### config.mk
export PLATFORM = sky130hd
export DESIGN_NAME = rst_conditioner
export DESIGN_NICKNAME = d
export VERILOG_FILES = /design/src/rtl/rstc_pkg.sv /design/src/rtl/rstc_sync.sv /design/src/rtl/rstc_stretch.sv /design/src/rtl/rstc_pin_force.sv /design/src/rtl/rstc_port_ctl.sv /design/src/rtl/rst_conditioner.sv
export SDC_FILE = /design/constraint.sdc
export NUM_CORES = 1
export LEC_CHECK = 0
export BUFFER_PORTS_ARGS = -buffer_cell sky130_fd_sc_hd__buf_2
export CORE_ASPECT_RATIO = 1.4
export CORE_UTILIZATION = 30
export DETAILED_ROUTE_END_ITERATION = 10
export GPL_TIMING_DRIVEN = 0
export PLACE_DENSITY = 0.71
export SLEW_MARGIN = 40
export SYNTH_ARGS = -nofsm -noshare
export SYNTH_HDL_FRONTEND = slang
export SYNTH_SLANG_ARGS = --single-unit
### constraint.sdc
create_clock -name clk_i -period 2.2 [get_ports clk_i]
set_clock_uncertainty 0.05 [all_clocks]
set_input_delay 0.22 -clock clk_i [delete_from_list [all_inputs] [get_ports clk_i]]
set_output_delay 0.22 -clock clk_i [all_outputs]
set_load 0.005 [all_outputs]
### src/rtl/rstc_pkg.sv
package rstc_pkg;

    // Hold phases; the all-zero code is a reset phase so a zero power-up starts held.
    typedef enum logic [1:0] {
        PH_HELD  = 2'd0,
        PH_DRAIN = 2'd1,
        PH_RUN   = 2'd2
    } phase_e;

    // Pad classes, each with its own safe level.
    typedef enum logic [1:0] {
        CLS_ACT_LO = 2'd0,
        CLS_ACT_HI = 2'd1,
        CLS_STROBE = 2'd2,
        CLS_OE     = 2'd3
    } pad_cls_e;

    function automatic logic safe_level(input pad_cls_e cls);
        return (cls == CLS_ACT_LO);
    endfunction

endpackage

### src/rtl/rstc_sync.sv
module rstc_sync (
    input  logic clk_i,
    input  logic in_i,
    output logic out_o
);
    typedef struct packed {
        logic s1;
        logic s2;
    } sync_t;

    sync_t cur_q, nxt_d;

    always_comb begin
        nxt_d    = cur_q;
        nxt_d.s1 = in_i;
        nxt_d.s2 = cur_q.s1;
    end

    always_ff @(posedge clk_i) begin
        cur_q <= nxt_d;
    end

    assign out_o = cur_q.s2;
endmodule

### src/rtl/rstc_stretch.sv
module rstc_stretch #(
    parameter int HOLD_CYCLES = 16
) (
    input  logic clk_i,
    input  logic in_sync_i,
    output logic rst_o
);
    import rstc_pkg::*;

    localparam int CW = $clog2(HOLD_CYCLES + 1);
    localparam logic [CW-1:0] LAST = CW'(HOLD_CYCLES - 1);

    typedef struct packed {
        phase_e        phase;
        logic [CW-1:0] cnt;
    } hold_t;

    hold_t cur_q, nxt_d;

    always_comb begin
        nxt_d = cur_q;
        unique case (cur_q.phase)
            PH_RUN: begin
                if (in_sync_i) begin
                    nxt_d.phase = PH_HELD;
                    nxt_d.cnt   = '0;
                end
            end
            PH_HELD: begin
                if (!in_sync_i) begin
                    if (HOLD_CYCLES <= 1) begin
                        nxt_d.phase = PH_RUN;
                        nxt_d.cnt   = '0;
                    end else begin
                        nxt_d.phase = PH_DRAIN;
                        nxt_d.cnt   = CW'(1);
                    end
                end
            end
            PH_DRAIN: begin
                if (in_sync_i) begin
                    nxt_d.phase = PH_HELD;
                    nxt_d.cnt   = '0;
                end else if (cur_q.cnt == LAST) begin
                    nxt_d.phase = PH_RUN;
                    nxt_d.cnt   = '0;
                end else begin
                    nxt_d.cnt = cur_q.cnt + CW'(1);
                end
            end
            default: begin
                nxt_d.phase = PH_HELD;
                nxt_d.cnt   = '0;
            end
        endcase
    end

    always_ff @(posedge clk_i) begin
        cur_q <= nxt_d;
    end

    assign rst_o = (cur_q.phase != PH_RUN);
endmodule

### src/rtl/rstc_pin_force.sv
module rstc_pin_force #(
    parameter int                 W   = 4,
    parameter rstc_pkg::pad_cls_e CLS = rstc_pkg::CLS_ACT_HI
) (
    input  logic         rst_i,
    input  logic [W-1:0] func_i,
    output logic [W-1:0] pad_o
);
    localparam logic SAFE = rstc_pkg::safe_level(CLS);

    for (genvar i = 0; i < W; i++) begin : g_bit
        if (SAFE) begin : g_hi
            assign pad_o[i] = rst_i | func_i[i];
        end else begin : g_lo
            assign pad_o[i] = ~rst_i & func_i[i];
        end
    end
endmodule

### src/rtl/rstc_port_ctl.sv
module rstc_port_ctl #(
    parameter int PORTS = 8
) (
    input  logic             clk_i,
    input  logic             rst_i,
    input  logic [PORTS-1:0] set_i,
    input  logic [PORTS-1:0] clr_i,
    input  logic [PORTS-1:0] lt_dis_i,
    output logic [PORTS-1:0] part_o,
    output logic [PORTS-1:0] lt_en_o
);
    typedef struct packed {
        logic [PORTS-1:0] part;
        logic [PORTS-1:0] lt_en;
    } port_t;

    port_t cur_q, nxt_d;

    always_comb begin
        nxt_d = cur_q;
        if (rst_i) begin
            nxt_d.part  = '0;
            nxt_d.lt_en = '1;
        end else begin
            nxt_d.part  = (cur_q.part | set_i) & ~(clr_i & ~set_i);
            nxt_d.lt_en = cur_q.lt_en & ~lt_dis_i;
        end
    end

    always_ff @(posedge clk_i) begin
        cur_q <= nxt_d;
    end

    assign part_o  = cur_q.part;
    assign lt_en_o = cur_q.lt_en;
endmodule

### src/rtl/rst_conditioner.sv
module rst_conditioner #(
    parameter int HOLD_CYCLES = 16,
    parameter int LO_W        = 4,
    parameter int HI_W        = 4,
    parameter int BD_W        = 8,
    parameter int PORTS       = 8
) (
    input  logic             clk_i,
    input  logic             rst_raw_i,
    input  logic [LO_W-1:0]  func_lo_i,
    input  logic [HI_W-1:0]  func_hi_i,
    input  logic             func_strobe_i,
    input  logic [BD_W-1:0]  func_oe_i,
    input  logic [PORTS-1:0] part_set_i,
    input  logic [PORTS-1:0] part_clr_i,
    input  logic [PORTS-1:0] lt_dis_i,
    output logic             rst_int_o,
    output logic [LO_W-1:0]  pad_lo_o,
    output logic [HI_W-1:0]  pad_hi_o,
    output logic             pad_strobe_o,
    output logic [BD_W-1:0]  pad_oe_o,
    output logic [PORTS-1:0] part_state_o,
    output logic [PORTS-1:0] lt_en_o
);
    import rstc_pkg::*;

    logic raw_sync;
    logic rst_held;

    rstc_sync u_sync (
        .clk_i (clk_i),
        .in_i  (rst_raw_i),
        .out_o (raw_sync)
    );

    rstc_stretch #(.HOLD_CYCLES(HOLD_CYCLES)) u_stretch (
        .clk_i     (clk_i),
        .in_sync_i (raw_sync),
        .rst_o     (rst_held)
    );

    assign rst_int_o = rst_held;

    rstc_pin_force #(.W(LO_W), .CLS(CLS_ACT_LO)) u_force_lo (
        .rst_i (rst_held), .func_i (func_lo_i), .pad_o (pad_lo_o)
    );

    rstc_pin_force #(.W(HI_W), .CLS(CLS_ACT_HI)) u_force_hi (
        .rst_i (rst_held), .func_i (func_hi_i), .pad_o (pad_hi_o)
    );

    rstc_pin_force #(.W(1), .CLS(CLS_STROBE)) u_force_stb (
        .rst_i (rst_held), .func_i (func_strobe_i), .pad_o (pad_strobe_o)
    );

    rstc_pin_force #(.W(BD_W), .CLS(CLS_OE)) u_force_oe (
        .rst_i (rst_held), .func_i (func_oe_i), .pad_o (pad_oe_o)
    );

    rstc_port_ctl #(.PORTS(PORTS)) u_port (
        .clk_i    (clk_i),
        .rst_i    (rst_held),
        .set_i    (part_set_i),
        .clr_i    (part_clr_i),
        .lt_dis_i (lt_dis_i),
        .part_o   (part_state_o),
        .lt_en_o  (lt_en_o)
    );
endmodule

# After elaboration in Yosys (flattened, before gate mapping)
# Index checks and enable logic that the tools add are counted.
# totals
romBits	0
elab_cells	48
latchBits	0
in_bits	43
regBits	25
memories	0
ramBits	0
# classes
n_mux	6
magnitude_cmp	0
n_shift	0
n_eq_ne	7
n_div	0
add_sub_neg	1
mul	0
bitwise_logic	25
reduce_logical	3
# op_table
cell	n
8-bit AND	3
8-bit inverter	3
7-bit 2-to-1 mux	3
7-bit case mux with 3 select lines	1
1-bit AND	13
8-bit OR	1
2-bit != test (second input constant)	3
5-bit by 1-bit adder with 5-bit output (second input constant)	1
5-bit by 4-bit == test with 1-bit output (second input constant)	1
5-bit 2-to-1 mux	1
1-bit OR	4
3-bit by 2-bit != test with 1-bit output (second input constant)	1
3-bit AND reduction	1
2-bit by 1-bit == test with 1-bit output (second input constant)	1
2-bit == test (second input constant)	1
2-bit zero test	1
2-bit 2-to-1 mux	1
2-bit AND reduction	1
1-bit inverter	1

# Logic depth before layout (Yosys ltp)
# depth
depth_word	4
mapped_depth	5
depth_no_buf	5

# Hierarchy
# From an unflattened synthesis, not the netlist that was laid out.
# hier_totals
hier_cells	104
area_unflattened_um2	1057.3
# by_module_without_submodules
module	cells_each	area_each_um2	n_inst
rstc_port_ctl	58	560.5	1
rstc_stretch	27	342.8	1
rstc_pin_force (u_force_hi ...)	4	25.0	2
rstc_pin_force (u_force_oe)	8	50.0	1
rstc_sync	2	40.0	1
rstc_pin_force (u_force_stb)	1	13.8	1

# Least setup slack after synthesis
# OpenSTA, ideal clock, no wires.
# synth_timing
path_type	register to register
startpoint	reg u_stretch.cur_q[6] in the netlist's numbering
endpoint	reg u_stretch.cur_q[5] in the netlist's numbering (enable)
path_buffers	0
path_stages_with_launch	4
required_ps	1840
arrival_time_ps	971
setup_slack_ps	869
period_less_slack_ps	1331
path_cell_list	edfxtp_1 xor2_1 nand2b_1 nor2b_1
# synth_between
elab_chain_len	3
word_cells_on_any_way	7
# synth_rtl
element	line_no	rtl
from (decl)	rstc_stretch.sv:18	hold_t cur_q, nxt_d;
from (signal assigned)	rstc_stretch.sv:59	cur_q <= nxt_d;
2-bit by 1-bit == test with 1-bit output (tied with other cells)	rstc_stretch.sv:22	unique case (cur_q.phase)
3-bit by 2-bit != test with 1-bit output (no source line) or 2-bit != test (tied branches)	-	
3-bit AND reduction (no source line) (*)	-	
# Every way passes the cells marked *; elsewhere a longest branch is shown, timed or not.
# A chain may end at the register's enable or synchronous reset.

# Worst setup path after layout
# layout_timing
startpoint	reg u_stretch.cur_q[5] in the netlist's numbering
endpoint	out pad_hi_o[2]
# layout_between
elab_chain_len	3
# layout_rtl
element	line_no	rtl
2-bit != test	rstc_stretch.sv:62	assign rst_o = (cur_q.phase != PH_RUN);
1-bit inverter	rstc_pin_force.sv:15	assign pad_o[i] = ~rst_i & func_i[i];
1-bit AND	rstc_pin_force.sv:15	
to (decl)	rst_conditioner.sv:19	output logic [HI_W-1:0] pad_hi_o,
# No other way between the ends.

==> metrics <==
largest net degree at the start of global routing 15; Syn Nets 150; Worst Hold Class in -> reg; syn avg cell area 9.408 µm²; Placed Instances 221; H-tree depth 1; r2r startpoint u_stretch.cur_q[6]$_DFFE_PP_; CP required 1.93 ns; MaxCap Viol Count 0; TritonCTS Buffers 3; Crit. End Element primary output; Clock Latency Late Sink 0.26 ns; flop-to-flop setup slack 0.73 ns; Clock Path Buffers 2; grt ovf 0; layout cells sized above 1 45.45%; count of cell types in the netlist 23; Highest Clock Rate 587.2 MHz; Die ar. 3562 µm²; Placement Rows 24; CTS tree yes; drt first-iter violations 2; crit path cell chain and2b_4 -> buf_4 -> and2_1 -> buf_2; WS Path Type reg -> out; Post-synth EDFFs 7; core box area 3153 µm²; boundary pin count 77; P_leak 0.8257 nW; adder-cell share of the synthesized area 1.255%; Antenna Cells 0; fin crit share 77.41%; Starting Density 31.63%; peak supply drop 0.4557 mV; Mapped Cells 106; DRC 0; crit path time final 1.703 ns; register share of total power 48.1%; Final Core Density 47.02%; CP peak stage delay 0.44 ns; synthesized area 997.2 µm²; Comb power frac 34.7%; IO buf count 76; Crit path buffers/inverters 2; crit path to pad_hi_o[2]; setup TNS 0 ns; Die Span X 50.73 µm; mux cell area share after synthesis 0%; ys flop type dfxtp_1; Crit Path Max Fanout 10; simple-gate portion of the synthesized area 21.20%; Area Growth Syn to Fin 48.68%; GRT Total Usage 11.44%; vias 957; asr flop ratio synth 0%; GP Congestion 0.7119; Slowest-stage cell, CP edfxtp_1; WP data arrival 1.43 ns; startpoint types register; die height 70.22 µm; vias in the first global route 797; Setup-failing EPs final 0; RSZ-0062 raised after global routing false; WP depth 4; Worst R2R Path Depth 3; setup bufs post-CTS 0; Clock Power Share 17.2%; Compound-Gate Fraction of Synth Area 9.410%; DR pass1 iterations 3; Yosys warnings 0; Layout fillers 330; vias per cell 4.235; remaining antenna violation count 0; P_sw 0.4785 mW; Clock Pin Slew Worst Setup and Hold Paths 0.08 ns; Slew Limit Fails 0; max_slew headroom 81.89%; first-pass GRT wire length 3132 µm; post-route insts no fill 226; P_int 1.043 mW; status finished, final reports clean; xor/xnor cell area share of the yosys netlist 2.635%; root buf cell clkbuf_8; pwr/cell area 1026 nW/µm²; Final Hold Fails 0; hpwl dp 1589 µm; RR Endpoint u_stretch.cur_q[6]$_DFFE_PP_; switching part of the total 31.46%; CP Launch Point u_stretch.cur_q[5]$_DFFE_PP_; CP top delay family simple AND/OR/NAND/NOR gates; Tightest Pin Transition 0.2717 ns; initial antenna violation count 0; routed wire length 2015 µm; # nets final 232; #FFs+latches synth 25; clock sinks 25; largest family of logic cells by synthesized area simple AND/OR/NAND/NOR gates; wire per inst 8.916 µm; sequential area share after synthesis 57.21%
==> registers in the layout (all words and copies together) (netlist names) <==
signal           cells
u_port.part_o        8
u_sync.cur_q         1
u_stretch.cur_q      7
u_port.lt_en_o       8
u_sync.out_o         1
==> cell usage after synthesis (all sizes together) (2+ instances only) <==
| cell type | count | area, µm² |
|---|---|---|
| inv | 18 | 67.57 |
| nand3 | 2 | 10.01 |
| edfxtp | 7 | 210.2 |
| dfxtp | 18 | 360.4 |
| nand2b | 5 | 31.28 |
| o21ai | 8 | 40.03 |
| nor2 | 12 | 45.04 |
| a21oi | 8 | 40.04 |
| and2 | 14 | 87.58 |
| xor2 | 2 | 17.52 |
| buf | 2 | 15.01 |
==> repair_timing <==
item,4_1_cts,5_1_grt
hold endpoints to repair,1,0
endpoints found under the setup margin,0,0
resized for setup,0,0
hold buffers,1,0
==> how the worst min path moves through the flow <==
stage          cells after the start                            to                     from
2_1_floorplan                      0       u_sync.cur_q[1]$_DFF_P_                rst_raw_i
3_3_place_gp                       0          u_sync.out_o$_DFF_P_  u_sync.cur_q[1]$_DFF_P_
3_5_place_dp                       0          u_sync.out_o$_DFF_P_  u_sync.cur_q[1]$_DFF_P_
4_1_cts                            2  u_port.lt_en_o[1]$_SDFF_PP1_              lt_dis_i[1]
5_1_grt                            2  u_port.lt_en_o[1]$_SDFF_PP1_              lt_dis_i[1]
6_report                           2  u_port.lt_en_o[1]$_SDFF_PP1_              lt_dis_i[1]
==> power groups by stage <==
stage	combinational [mW]	sequential, mW	clock (mW)
2_1_floorplan	0.291	0.738	0
3_3_place_gp	0.530	0.737	0
3_5_place_dp	0.535	0.740	0
4_1_cts	0.540	0.733	0.280
5_1_grt	0.608	0.750	0.297
6_report	0.528	0.732	0.261
==> cell usage in the layout, fill, tap and decap left out, types with 3 or more instances in the layout <==
cell type and n:
nor2_1 12, and2_1 14, clkbuf_8 3, dfxtp_1 18, buf_2 76, inv_1 16
edfxtp_1 7, nand2b_1 5, a21oi_1 8, o21ai_0 7
==> layer usage <==
metal | GRT usage [%] | wire, µm | vias up
met5 | 0 | 0 | -
met4 | 3.704 | 14 | 0
met3 | 2.397 | 186 | 2
met2 | 20.30 | 1006 | 51
met1 | 13.32 | 808 | 413
li1 | - | - | 491
==> layout make-up <==
cell class	instances	area [µm²]	area share, %
inverter	18	67.56	4.557
multi-input combinational	61	344.1	23.21
timing repair buffer	77	390.4	26.33
clock buffer	3	41.29	2.785
sequential	25	570.5	38.48
tap	39	48.80	3.291
clock inverter	1	5.005	0.3376
buffer	2	15.01	1.013
==> cells by family (layout without fill, tap and decap cells) <==
group,after synthesis,in the layout
and+or+nand+nor,39,39
DFF,25,25
buffers and inverters,20,101
adders and majority gates,1,1
AOI/OAI and AO/OA,18,18
xor gates and xnor gates,3,3
==> per-stage QoR <==
stage	setup slack, ns	hold WS [ns]	power, mW	instance area (µm²)
final	0.4970	0.06801	1.521	1483
after global routing	0.4026	0.06011	1.655	1483
after CTS	0.4659	0.05998	1.553	1483
after detailed placement	0.7355	0.2693	1.276	1426
after global placement	0.7618	0.2651	1.267	1426
after floorplan	0.8687	0.1977	1.029	997.2
Power figures use the tool's default switching activity.
